File: config.mk
export PLATFORM = sky130hd
export DESIGN_NAME = rtc_regport
export DESIGN_NICKNAME = d
export VERILOG_FILES = /design/src/rtl/rtc_regport_pkg.sv /design/src/rtl/rtc_index_reg.sv /design/src/rtl/rtc_gp_store.sv /design/src/rtl/rtc_ctrl_regs.sv /design/src/rtl/rtc_irq_flags.sv /design/src/rtl/rtc_regport.sv
export SDC_FILE = /design/constraint.sdc
export NUM_CORES = 2
export LEC_CHECK = 0
export BUFFER_PORTS_ARGS = -buffer_cell sky130_fd_sc_hd__buf_2
export CAP_MARGIN = 15
export CORE_ASPECT_RATIO = 0.6
export CORE_MARGIN = 8
export CORE_UTILIZATION = 63
export CTS_CLUSTER_DIAMETER = 200
export CTS_CLUSTER_SIZE = 10
export DETAILED_ROUTE_END_ITERATION = 12
export PLACE_DENSITY = 0.77
export SYNTH_ARGS = -nofsm -noshare
export SYNTH_HDL_FRONTEND = slang
export SYNTH_SLANG_ARGS = --single-unit
export TNS_END_PERCENT = 100
File: constraint.sdc
create_clock -name clk_i -period 6.4 [get_ports clk_i]
set_clock_uncertainty 0.2 [all_clocks]
set_input_delay 0.32 -clock clk_i [delete_from_list [all_inputs] [get_ports clk_i]]
set_output_delay 0.32 -clock clk_i [all_outputs]
set_load 0.1 [all_outputs]
File: src/rtl/rtc_regport_pkg.sv
package rtc_regport_pkg;
  localparam int unsigned IX_STAT  = 10;
  localparam int unsigned IX_MODE  = 11;
  localparam int unsigned IX_FLAG  = 12;
  localparam int unsigned IX_FIXED = 13;

  localparam int unsigned BIT_BUSY   = 7;
  localparam int unsigned BIT_FREEZE = 7;
  localparam int unsigned BIT_AEN    = 5;
  localparam int unsigned BIT_UEN    = 4;

  localparam logic [7:0] RST_STAT  = 8'h26;
  localparam logic [7:0] RST_MODE  = 8'h02;
  localparam logic [7:0] RST_FLAG  = 8'h00;
  localparam logic [7:0] RST_FIXED = 8'h80;

  localparam logic [7:0] MASK_PER = 8'hC0;
  localparam logic [7:0] MASK_ALM = 8'hA0;
  localparam logic [7:0] MASK_UPD = 8'h90;
endpackage

File: src/rtl/rtc_index_reg.sv
module rtc_index_reg #(
  parameter int unsigned IDX_W = 7
) (
  input  logic             clk_i,
  input  logic             rst_ni,
  input  logic             load_i,
  input  logic [IDX_W-1:0] idx_i,
  output logic [IDX_W-1:0] idx_o
);
  always_ff @(posedge clk_i or negedge rst_ni) begin
    if (!rst_ni)     idx_o <= '0;
    else if (load_i) idx_o <= idx_i;
  end

  a_r1_ptr_load: assert property (@(posedge clk_i) disable iff (!rst_ni)
    load_i |=> idx_o == $past(idx_i));
endmodule

File: src/rtl/rtc_gp_store.sv
module rtc_gp_store #(
  parameter int unsigned DATA_W = 8,
  parameter int unsigned DEPTH  = 128,
  localparam int unsigned IDX_W = $clog2(DEPTH)
) (
  input  logic              clk_i,
  input  logic              rst_ni,
  input  logic              we_i,
  input  logic [IDX_W-1:0]  idx_i,
  input  logic [DATA_W-1:0] wdata_i,
  output logic [DATA_W-1:0] rdata_o
);
  logic [DATA_W-1:0] mem_q [DEPTH];

  for (genvar g = 0; g < DEPTH; g++) begin : g_byte
    always_ff @(posedge clk_i or negedge rst_ni) begin
      if (!rst_ni)                                  mem_q[g] <= '0;
      else if (we_i && idx_i == IDX_W'(g))          mem_q[g] <= wdata_i;
    end
  end

  assign rdata_o = mem_q[idx_i];

  a_r11_store: assert property (@(posedge clk_i) disable iff (!rst_ni)
    we_i |=> mem_q[$past(idx_i)] == $past(wdata_i));
endmodule

File: src/rtl/rtc_ctrl_regs.sv
module rtc_ctrl_regs
  import rtc_regport_pkg::*;
(
  input  logic       clk_i,
  input  logic       rst_ni,
  input  logic       wr_stat_i,
  input  logic       wr_mode_i,
  input  logic [7:0] wdata_i,
  input  logic       upd_start_i,
  input  logic       upd_done_i,
  output logic [7:0] stat_o,
  output logic [7:0] mode_o,
  output logic [7:0] fixed_o
);
  logic [6:0] stat_lo_q;
  logic       busy_q;
  logic [7:0] mode_q;
  logic       freeze_wr;

  assign freeze_wr = wr_mode_i && wdata_i[BIT_FREEZE];

  always_ff @(posedge clk_i or negedge rst_ni) begin
    if (!rst_ni)        stat_lo_q <= RST_STAT[6:0];
    else if (wr_stat_i) stat_lo_q <= wdata_i[6:0];
  end

  // freeze write beats update-ended, which beats update start
  always_ff @(posedge clk_i or negedge rst_ni) begin
    if (!rst_ni)                                   busy_q <= RST_STAT[BIT_BUSY];
    else if (freeze_wr)                            busy_q <= 1'b0;
    else if (upd_done_i)                           busy_q <= 1'b0;
    else if (upd_start_i && !mode_q[BIT_FREEZE])   busy_q <= 1'b1;
  end

  always_ff @(posedge clk_i or negedge rst_ni) begin
    if (!rst_ni)        mode_q <= RST_MODE;
    else if (wr_mode_i) begin
      mode_q <= wdata_i;
      if (wdata_i[BIT_FREEZE]) mode_q[BIT_UEN] <= 1'b0;
    end
  end

  assign stat_o  = {busy_q, stat_lo_q};
  assign mode_o  = mode_q;
  assign fixed_o = RST_FIXED;

  a_r3_busy_ro: assert property (@(posedge clk_i) disable iff (!rst_ni)
    wr_stat_i && !upd_start_i && !upd_done_i |=> $stable(stat_o[BIT_BUSY]));
  a_r5_freeze: assert property (@(posedge clk_i) disable iff (!rst_ni)
    freeze_wr |=> !stat_o[BIT_BUSY] && !mode_o[BIT_UEN]);
  a_r4_start_frozen: assert property (@(posedge clk_i) disable iff (!rst_ni)
    upd_start_i && mode_o[BIT_FREEZE] && !wr_mode_i && !upd_done_i
      |=> $stable(stat_o[BIT_BUSY]));
  a_r4_done_clears: assert property (@(posedge clk_i) disable iff (!rst_ni)
    upd_done_i |=> !stat_o[BIT_BUSY]);
endmodule

File: src/rtl/rtc_irq_flags.sv
module rtc_irq_flags
  import rtc_regport_pkg::*;
(
  input  logic       clk_i,
  input  logic       rst_ni,
  input  logic       rd_flag_i,
  input  logic       ev_per_i,
  input  logic       ev_alm_i,
  input  logic       ev_upd_i,
  input  logic       alm_en_i,
  input  logic       upd_en_i,
  output logic [7:0] flag_o,
  output logic       irq_o
);
  logic [7:0] flag_q, set_mask;
  logic       irq_q, any_set;

  always_comb begin
    set_mask = '0;
    if (ev_per_i)             set_mask |= MASK_PER;
    if (ev_alm_i && alm_en_i) set_mask |= MASK_ALM;
    if (ev_upd_i && upd_en_i) set_mask |= MASK_UPD;
  end
  assign any_set = |set_mask;

  // new events win over read-clear in the same cycle
  always_ff @(posedge clk_i or negedge rst_ni) begin
    if (!rst_ni) begin
      flag_q <= RST_FLAG;
      irq_q  <= 1'b0;
    end else begin
      flag_q <= (rd_flag_i ? 8'h00 : flag_q) | set_mask;
      irq_q  <= any_set | (irq_q & ~rd_flag_i);
    end
  end

  assign flag_o = flag_q;
  assign irq_o  = irq_q;

  a_r7_read_clears: assert property (@(posedge clk_i) disable iff (!rst_ni)
    rd_flag_i && !any_set |=> flag_o == 8'h00 && !irq_o);
  a_r8_irq_raise: assert property (@(posedge clk_i) disable iff (!rst_ni)
    any_set |=> irq_o);
  a_r9_no_spurious: assert property (@(posedge clk_i) disable iff (!rst_ni)
    $rose(irq_o) |-> $past(any_set));
  a_r10_event_wins: assert property (@(posedge clk_i) disable iff (!rst_ni)
    rd_flag_i && any_set |=> irq_o && flag_o != 8'h00);
endmodule

File: src/rtl/rtc_regport.sv
module rtc_regport
  import rtc_regport_pkg::*;
#(
  parameter int unsigned DATA_W    = 8,
  parameter int unsigned REG_DEPTH = 128
) (
  input  logic              clk_i,
  input  logic              rst_ni,
  input  logic              addr_i,
  input  logic              wr_i,
  input  logic              rd_i,
  input  logic [DATA_W-1:0] wdata_i,
  output logic [DATA_W-1:0] rdata_o,
  input  logic              ev_periodic_i,
  input  logic              ev_alarm_i,
  input  logic              ev_update_i,
  input  logic              upd_start_i,
  output logic              irq_o
);
  localparam int unsigned IDX_W = $clog2(REG_DEPTH);

  logic [IDX_W-1:0]  idx;
  logic              hit_stat, hit_mode, hit_flag, hit_fixed, hit_ctrl;
  logic              wr_data, rd_data;
  logic [7:0]        stat, mode, fixed, flags;
  logic [DATA_W-1:0] gp_rdata;
  logic              unused_hi;

  assign unused_hi = ^wdata_i[DATA_W-1:IDX_W];

  assign wr_data   = wr_i && addr_i;
  assign rd_data   = rd_i && addr_i;
  assign hit_stat  = idx == IDX_W'(IX_STAT);
  assign hit_mode  = idx == IDX_W'(IX_MODE);
  assign hit_flag  = idx == IDX_W'(IX_FLAG);
  assign hit_fixed = idx == IDX_W'(IX_FIXED);
  assign hit_ctrl  = hit_stat | hit_mode | hit_flag | hit_fixed;

  rtc_index_reg #(.IDX_W(IDX_W)) u_index (
    .clk_i, .rst_ni,
    .load_i (wr_i && !addr_i),
    .idx_i  (wdata_i[IDX_W-1:0]),
    .idx_o  (idx)
  );

  rtc_gp_store #(.DATA_W(DATA_W), .DEPTH(REG_DEPTH)) u_store (
    .clk_i, .rst_ni,
    .we_i    (wr_data && !hit_ctrl),
    .idx_i   (idx),
    .wdata_i (wdata_i),
    .rdata_o (gp_rdata)
  );

  rtc_ctrl_regs u_ctrl (
    .clk_i, .rst_ni,
    .wr_stat_i   (wr_data && hit_stat),
    .wr_mode_i   (wr_data && hit_mode),
    .wdata_i     (wdata_i[7:0]),
    .upd_start_i (upd_start_i),
    .upd_done_i  (ev_update_i),
    .stat_o      (stat),
    .mode_o      (mode),
    .fixed_o     (fixed)
  );

  rtc_irq_flags u_flags (
    .clk_i, .rst_ni,
    .rd_flag_i (rd_data && hit_flag),
    .ev_per_i  (ev_periodic_i),
    .ev_alm_i  (ev_alarm_i),
    .ev_upd_i  (ev_update_i),
    .alm_en_i  (mode[BIT_AEN]),
    .upd_en_i  (mode[BIT_UEN]),
    .flag_o    (flags),
    .irq_o     (irq_o)
  );

  always_comb begin
    if (!addr_i)        rdata_o = '1;
    else if (hit_stat)  rdata_o = DATA_W'(stat);
    else if (hit_mode)  rdata_o = DATA_W'(mode);
    else if (hit_flag)  rdata_o = DATA_W'(flags);
    else if (hit_fixed) rdata_o = DATA_W'(fixed);
    else                rdata_o = gp_rdata;
  end

  a_r6_flag_wr_ignored: assert property (@(posedge clk_i) disable iff (!rst_ni)
    wr_data && hit_flag && !ev_periodic_i && !ev_alarm_i && !ev_update_i
      |=> $stable(flags));
  a_r1_even_read: assert property (@(posedge clk_i) disable iff (!rst_ni)
    !addr_i |-> rdata_o == '1);
endmodule

* After elaboration in Yosys (flattened, before gate mapping) *
Index checks and enable logic that the tools add are counted.

operators by class
  multiplexer cells = 16
  reduce and logical (&&, ||, !) cells = 145
  equal/unequal tests = 127
  $lt $le $gt $ge = 1
  bitwise gates (word level) = 8

operators by type and width
  operator                                                               number
  7-bit equality test, second input constant                             64
  7-bit by 6-bit equality test with 1-bit output, second input constant  32
  1-bit logical AND                                                      139
  7-bit by 5-bit equality test with 1-bit output, second input constant  16
  8-bit 2-to-1 mux                                                       11
  8-bit binary-select mux with 7-bit select                              1
  7-bit by 4-bit equality test with 1-bit output, second input constant  8
  7-bit by 3-bit equality test with 1-bit output, second input constant  4
  7-bit by 2-bit equality test with 1-bit output, second input constant  2
  8-bit greater-or-equal comparator, second input constant               1
  7-bit inverter with 8-bit output                                       1
  8-bit bitwise OR                                                       1
  8-bit OR reduction                                                     1
  7-bit by 1-bit equality test with 1-bit output, second input constant  1
  7-bit zero test                                                        1
  1-bit 2-to-1 mux                                                       4
  1-bit bitwise OR                                                       4
  1-bit zero test                                                        3
  3-bit nonzero test                                                     1
  1-bit bitwise AND                                                      1
  1-bit inverter                                                         1

storage, ports and cells
  bits in registers = 1056

* Longest topological paths before layout *
  depth in word-level cells = 9
  mapped depth = 12
  depth with buffers taken out = 6

* Cells and area by module *
From an unflattened synthesis, not the netlist that was laid out.

unflattened totals
  cells, all modules = 3260
  area total of the unflattened synthesis = 49120.9 sq um

modules (own cells, without submodules)
  module         cells each  area an instance (sq um)  seq. area each (sq um)  times used
  rtc_gp_store   3113        47400.5                   25624.6                 1
  rtc_ctrl_regs  49          748.2                     405.4                   1
  rtc_regport    64          459.2                     0.0                     1
  rtc_index_reg  15          291.5                     175.2                   1
  rtc_irq_flags  19          221.5                     125.1                   1

* Worst setup path before layout *
No wires, ideal clock.

  path kind = register -> output
  start = reg u_index.idx_o[0]
  end = out rdata_o[6]
  data arrival time = 5.072 ns
  path buffers = 5
  cell stages (with the launch flop) = 12
  required time = 5.880 ns
  setup slack = 0.808 ns
  path through = dfrtp_1 > buf_4 > buf_6 > buf_6 > buf_6 > buf_6 > mux2i_1 > a22oi_1 > nand3_1 > nand4_1 > nor4_1 > o311ai_0

between the ends
  cells in the longest elaborated chain, start to end = 9

RTL lines
  item                                                    RTL line             RTL
  start: declaration                                      rtc_index_reg.sv:8   output logic [IDX_W-1:0] idx_o
  start signal: assignment                                rtc_index_reg.sv:12  else if (load_i) idx_o <= idx_i;
  7-bit inverter with 8-bit output (not written as such)  rtc_gp_store.sv:22   assign rdata_o = mem_q[idx_i];
  8-bit binary-select mux with 7-bit select               rtc_gp_store.sv:22
  8-bit 2-to-1 mux (not written as such) (2 in a row)     rtc_gp_store.sv:22
  8-bit 2-to-1 mux                                        rtc_regport.sv:83    else if (hit_fixed) rdata_o = DATA_W'(fixed);
  8-bit 2-to-1 mux                                        rtc_regport.sv:82    else if (hit_flag) rdata_o = DATA_W'(flags);
  8-bit 2-to-1 mux                                        rtc_regport.sv:81    else if (hit_mode) rdata_o = DATA_W'(mode);
  8-bit 2-to-1 mux (*)                                    rtc_regport.sv:80    else if (hit_stat) rdata_o = DATA_W'(stat);
  8-bit 2-to-1 mux (*)                                    rtc_regport.sv:79    if (!addr_i) rdata_o = '1;
  end: declaration                                        rtc_regport.sv:13    output logic [DATA_W-1:0] rdata_o,

Mark *: on every way between the ends. The rest lies on a longest branch, timed or not. The select of a mux whose other input is x is not followed.

* Worst setup path after layout *
  start = reg u_index.idx_o[0]
  end = out rdata_o[4]

The elaborated chain is that of the path after synthesis.

==> impl_metrics.tcl <==
set metrics [dict create \
    endpoint "rdata_o[4]" \
    critPathMaxStageDelay_ns 1.08 \
    dr.pass1.iters 6 \
    path_clk_slew_ns 0.06 \
    cp_data_arrival_time_ns 5.12 \
    r2r-start "u_index.idx_o[3]" \
    fin_crit_ns 5.64 \
    synth_edf_count 0 \
    tightest_slew_ns 1.26 \
    post-dp-hpwl_um 87400 \
    synth_fa_ha_area_share_pct 0 \
    initial_utilization_pct 63.8 \
    max_freq_mhz 177 \
    ys.warnings.count 0 \
    synth-xor-area-share_pct 0 \
    rsz0062_at_grt "no" \
    netlist_area_um2 48300 \
    syn2layout_area_growth_pct 8.37 \
    ys_seq_area_share_pct 54.5 \
    ys.flop_type "dfrtp_1" \
    synthMuxAreaShare_pct 36.0 \
    insertion_delay_ns 0.72 \
    clock-sinks 1052 \
    dieArea_um2 86200 \
    grt_first_pass_wirelength_um 205000 \
    vdd.ir_drop.worst_uv 236 \
    nets 3189 \
    ios 26 \
    stdcell_area_um2 52400 \
    synth_compound_area_share_pct 2.75 \
    drtIter0Drc 3627 \
    grt_pass1_vias 30500 \
    critPathSlowestCell "dfrtp_4" \
    final-max-slew-violation-count 0 \
    cts_buffers 115 \
    setup_viol 0 \
    postRouteWirelength_um 136000 \
    min_path_type "input pin to async pin" \
    crit_path_max_fanout 48 \
    hold_ws_ns 0.0629 \
    p_per_area_nw_per_um2 307 \
    crit_path_start "u_index.idx_o[0]" \
    grt_start_max_net_pins 184 \
    cp-start-kind "flop" \
    gp_congestion 0.982 \
    p_leak_nw 24.9 \
    die_h_um 231 \
    htreeDepth 3 \
    worst_ep_required_time_ns 5.88 \
    reg2reg_slack_ns 1.95 \
    worstPathCellList "buf_4, mux4_2, mux2i_1, a32o_1, nor4_1, nor4_1, nor3_1, buf_2" \
    drive_gt1_share_pct 48.7 \
    nFillCells 4977 \
    vias 29500 \
    r2r_cells 6 \
    overflow 0 \
    r2r-end "u_store.mem_q[167]" \
    synth_top_family_by_area "multiplexers" \
    placed_area_um2 49100 \
    tritoncts "built" \
    multiInputGateArea_um2 20800 \
    synth_simple_gate_area_share_pct 4.14 \
    end_kind "output port" \
    critPathKind "flop to output port" \
    avgViaCountPerCell 7.01 \
    avgRoutedWirePerCell_um 32.3 \
    status "complete, no violations" \
    grt_usage_pct 31.5 \
    utilization_pct 69.2 \
    max_slew_margin_pct 15.8 \
    synthDistinctLibCells 62 \
    cts_setup_buffers 0 \
    synth_area_per_cell_um2 15.0 \
    ant_nets 0 \
    clock_tree.root_cell "clkbuf_16" \
    syn_inst 3225 \
    cap_violations 0 \
    final_hold_viol_count 0 \
    fp.coreArea_um2 75700 \
    row_count 78 \
    cts.path.max_buffers 3 \
    regArea_um2 26300 \
    setup_tns_ns 0 \
    drcViolationCount 0 \
    synth_seq_cells 1052 \
    antenna_found_initial 4 \
    async_flop_share_pct 100 \
    finalCritPeriodShare_pct 88.1 \
    die_w_um 374 \
    crit_top_cell "nor4_1" \
    io_buffers 25 \
    syn_nets 3242 \
]
## metrics by stage
step | std cells | setup slack [ns] | power (mW)
finish | 4204 | 0.759 | 16.1
floorplan | 3225 | 0.808 | 9.41
global placement | 4036 | 1.63 | 10.2
global route | 4202 | 0.542 | 16.6
detailed placement | 4036 | 1.61 | 10.3
CTS | 4200 | 0.802 | 16.1
## critical path: cells and delay by family, from the launching register on
family          cells  cell delay [ns]
buf+inv             2             1.03
flops               1             1.08
simple gates        3             1.60
compound gates      1             0.21
mux                 2             0.38
## cell type report
class / instances / share of cell area (%)
multi-input combinational: 1899 / 39.7
timing repair buffer: 97 / 1.76
clock buffer: 140 / 5.71
inverter: 7 / 0.0501
antenna: 2 / 0.00955
sequential: 1052 / 50.3
clock inverter: 7 / 0.131
tap: 1000 / 2.39
## power by group
part | total, mW | internal [mW] | switching, mW
sequential | 7.73 | 7.31 | 0.421
clock | 5.79 | 3.23 | 2.57
combinational | 2.55 | 1.12 | 1.44
total | 16.1 | 11.7 | 4.42
## Yosys cell counts, drive strengths merged, types with 5 or more instances
library cell / number / share of area, %
nor4: 7 / 0.15
o21ai: 21 / 0.22
and2: 5 / 0.065
buf: 87 / 1.2
inv: 7 / 0.054
dfrtp: 1048 / 54
o211ai: 6 / 0.093
nand3b: 5 / 0.078
nor2: 94 / 1.1
a21oi: 25 / 0.26
nand2: 127 / 1.2
a211oi: 7 / 0.11
and3: 7 / 0.091
nor2b: 10 / 0.13
nand3: 48 / 0.52
o22ai: 7 / 0.091
nor3: 20 / 0.32
clkbuf: 180 / 1.4
mux2: 1011 / 24
a22o: 6 / 0.11
a221oi: 6 / 0.11
mux2i: 142 / 2.9
nand4: 12 / 0.16
mux4: 205 / 9.5
a22oi: 82 / 1.3
## kinds of logic after synthesis
| group | count (synthesis) |
|---|---|
| muxes | 1358 |
| and+or+nand+nor | 353 |
| AOI/OAI and AO/OA | 188 |
| buffers and inverters | 274 |
| DFF | 1052 |
## per-layer routing
metal	routed length, um	GRT usage [%]	up-vias
li1	-	-	11800
met1	58700	47.2	15900
met2	56300	42.4	1536
met3	16500	12.6	298
met4	4040	8.58	2
met5	141	1.11	-
## state kept, by name, indices dropped and copies added, names as in the netlist
signal            flops
u_ctrl.busy_q         1
u_ctrl.mode_o         8
u_ctrl.stat_lo_q      7
u_flags.flag_o        4
u_flags.irq_o         1
u_index.idx_o         7
u_store.mem_q      1024
## how the worst min path moves through the flow
stage,depth (start not counted),end,startpoint
2_1_floorplan,0,u_ctrl.busy_q,rst_ni
3_3_place_gp,0,u_store.mem_q[936],u_store.mem_q[936]
3_5_place_dp,0,u_store.mem_q[940],u_store.mem_q[940]
4_1_cts,2,u_store.mem_q[599],wdata_i[7]
5_1_grt,2,u_store.mem_q[599],wdata_i[7]
6_report,2,u_store.mem_q[390],rst_ni
## cell usage in the layout, fill, tap and decap left out, types with 12 or more instances in the layout
cell type,instances
dfrtp_1,1044
mux2_2,1002
mux4_2,205
mux2i_1,142
clkbuf_16,116
a22oi_1,82
nand2_1,79
nor2_2,70
buf_4,49
nand2_2,47
nand3_1,46
a21oi_1,25
clkbuf_1,24
nor2_1,22
o21ai_0,21
dlygate4sd3_1,17
buf_2,16
nor3_1,14
buf_12,13
nand4_1,12
## repair_timing
| action | 4_1_cts | 5_1_grt |
|---|---|---|
| endpoints found under the setup margin | 0 | 0 |
| hold buffers | 17 | 0 |
| gates resized for setup | 0 | 0 |
| endpoints found under the hold margin | 162 | 0 |
No activity file was read; power rests on OpenSTA's default activity.
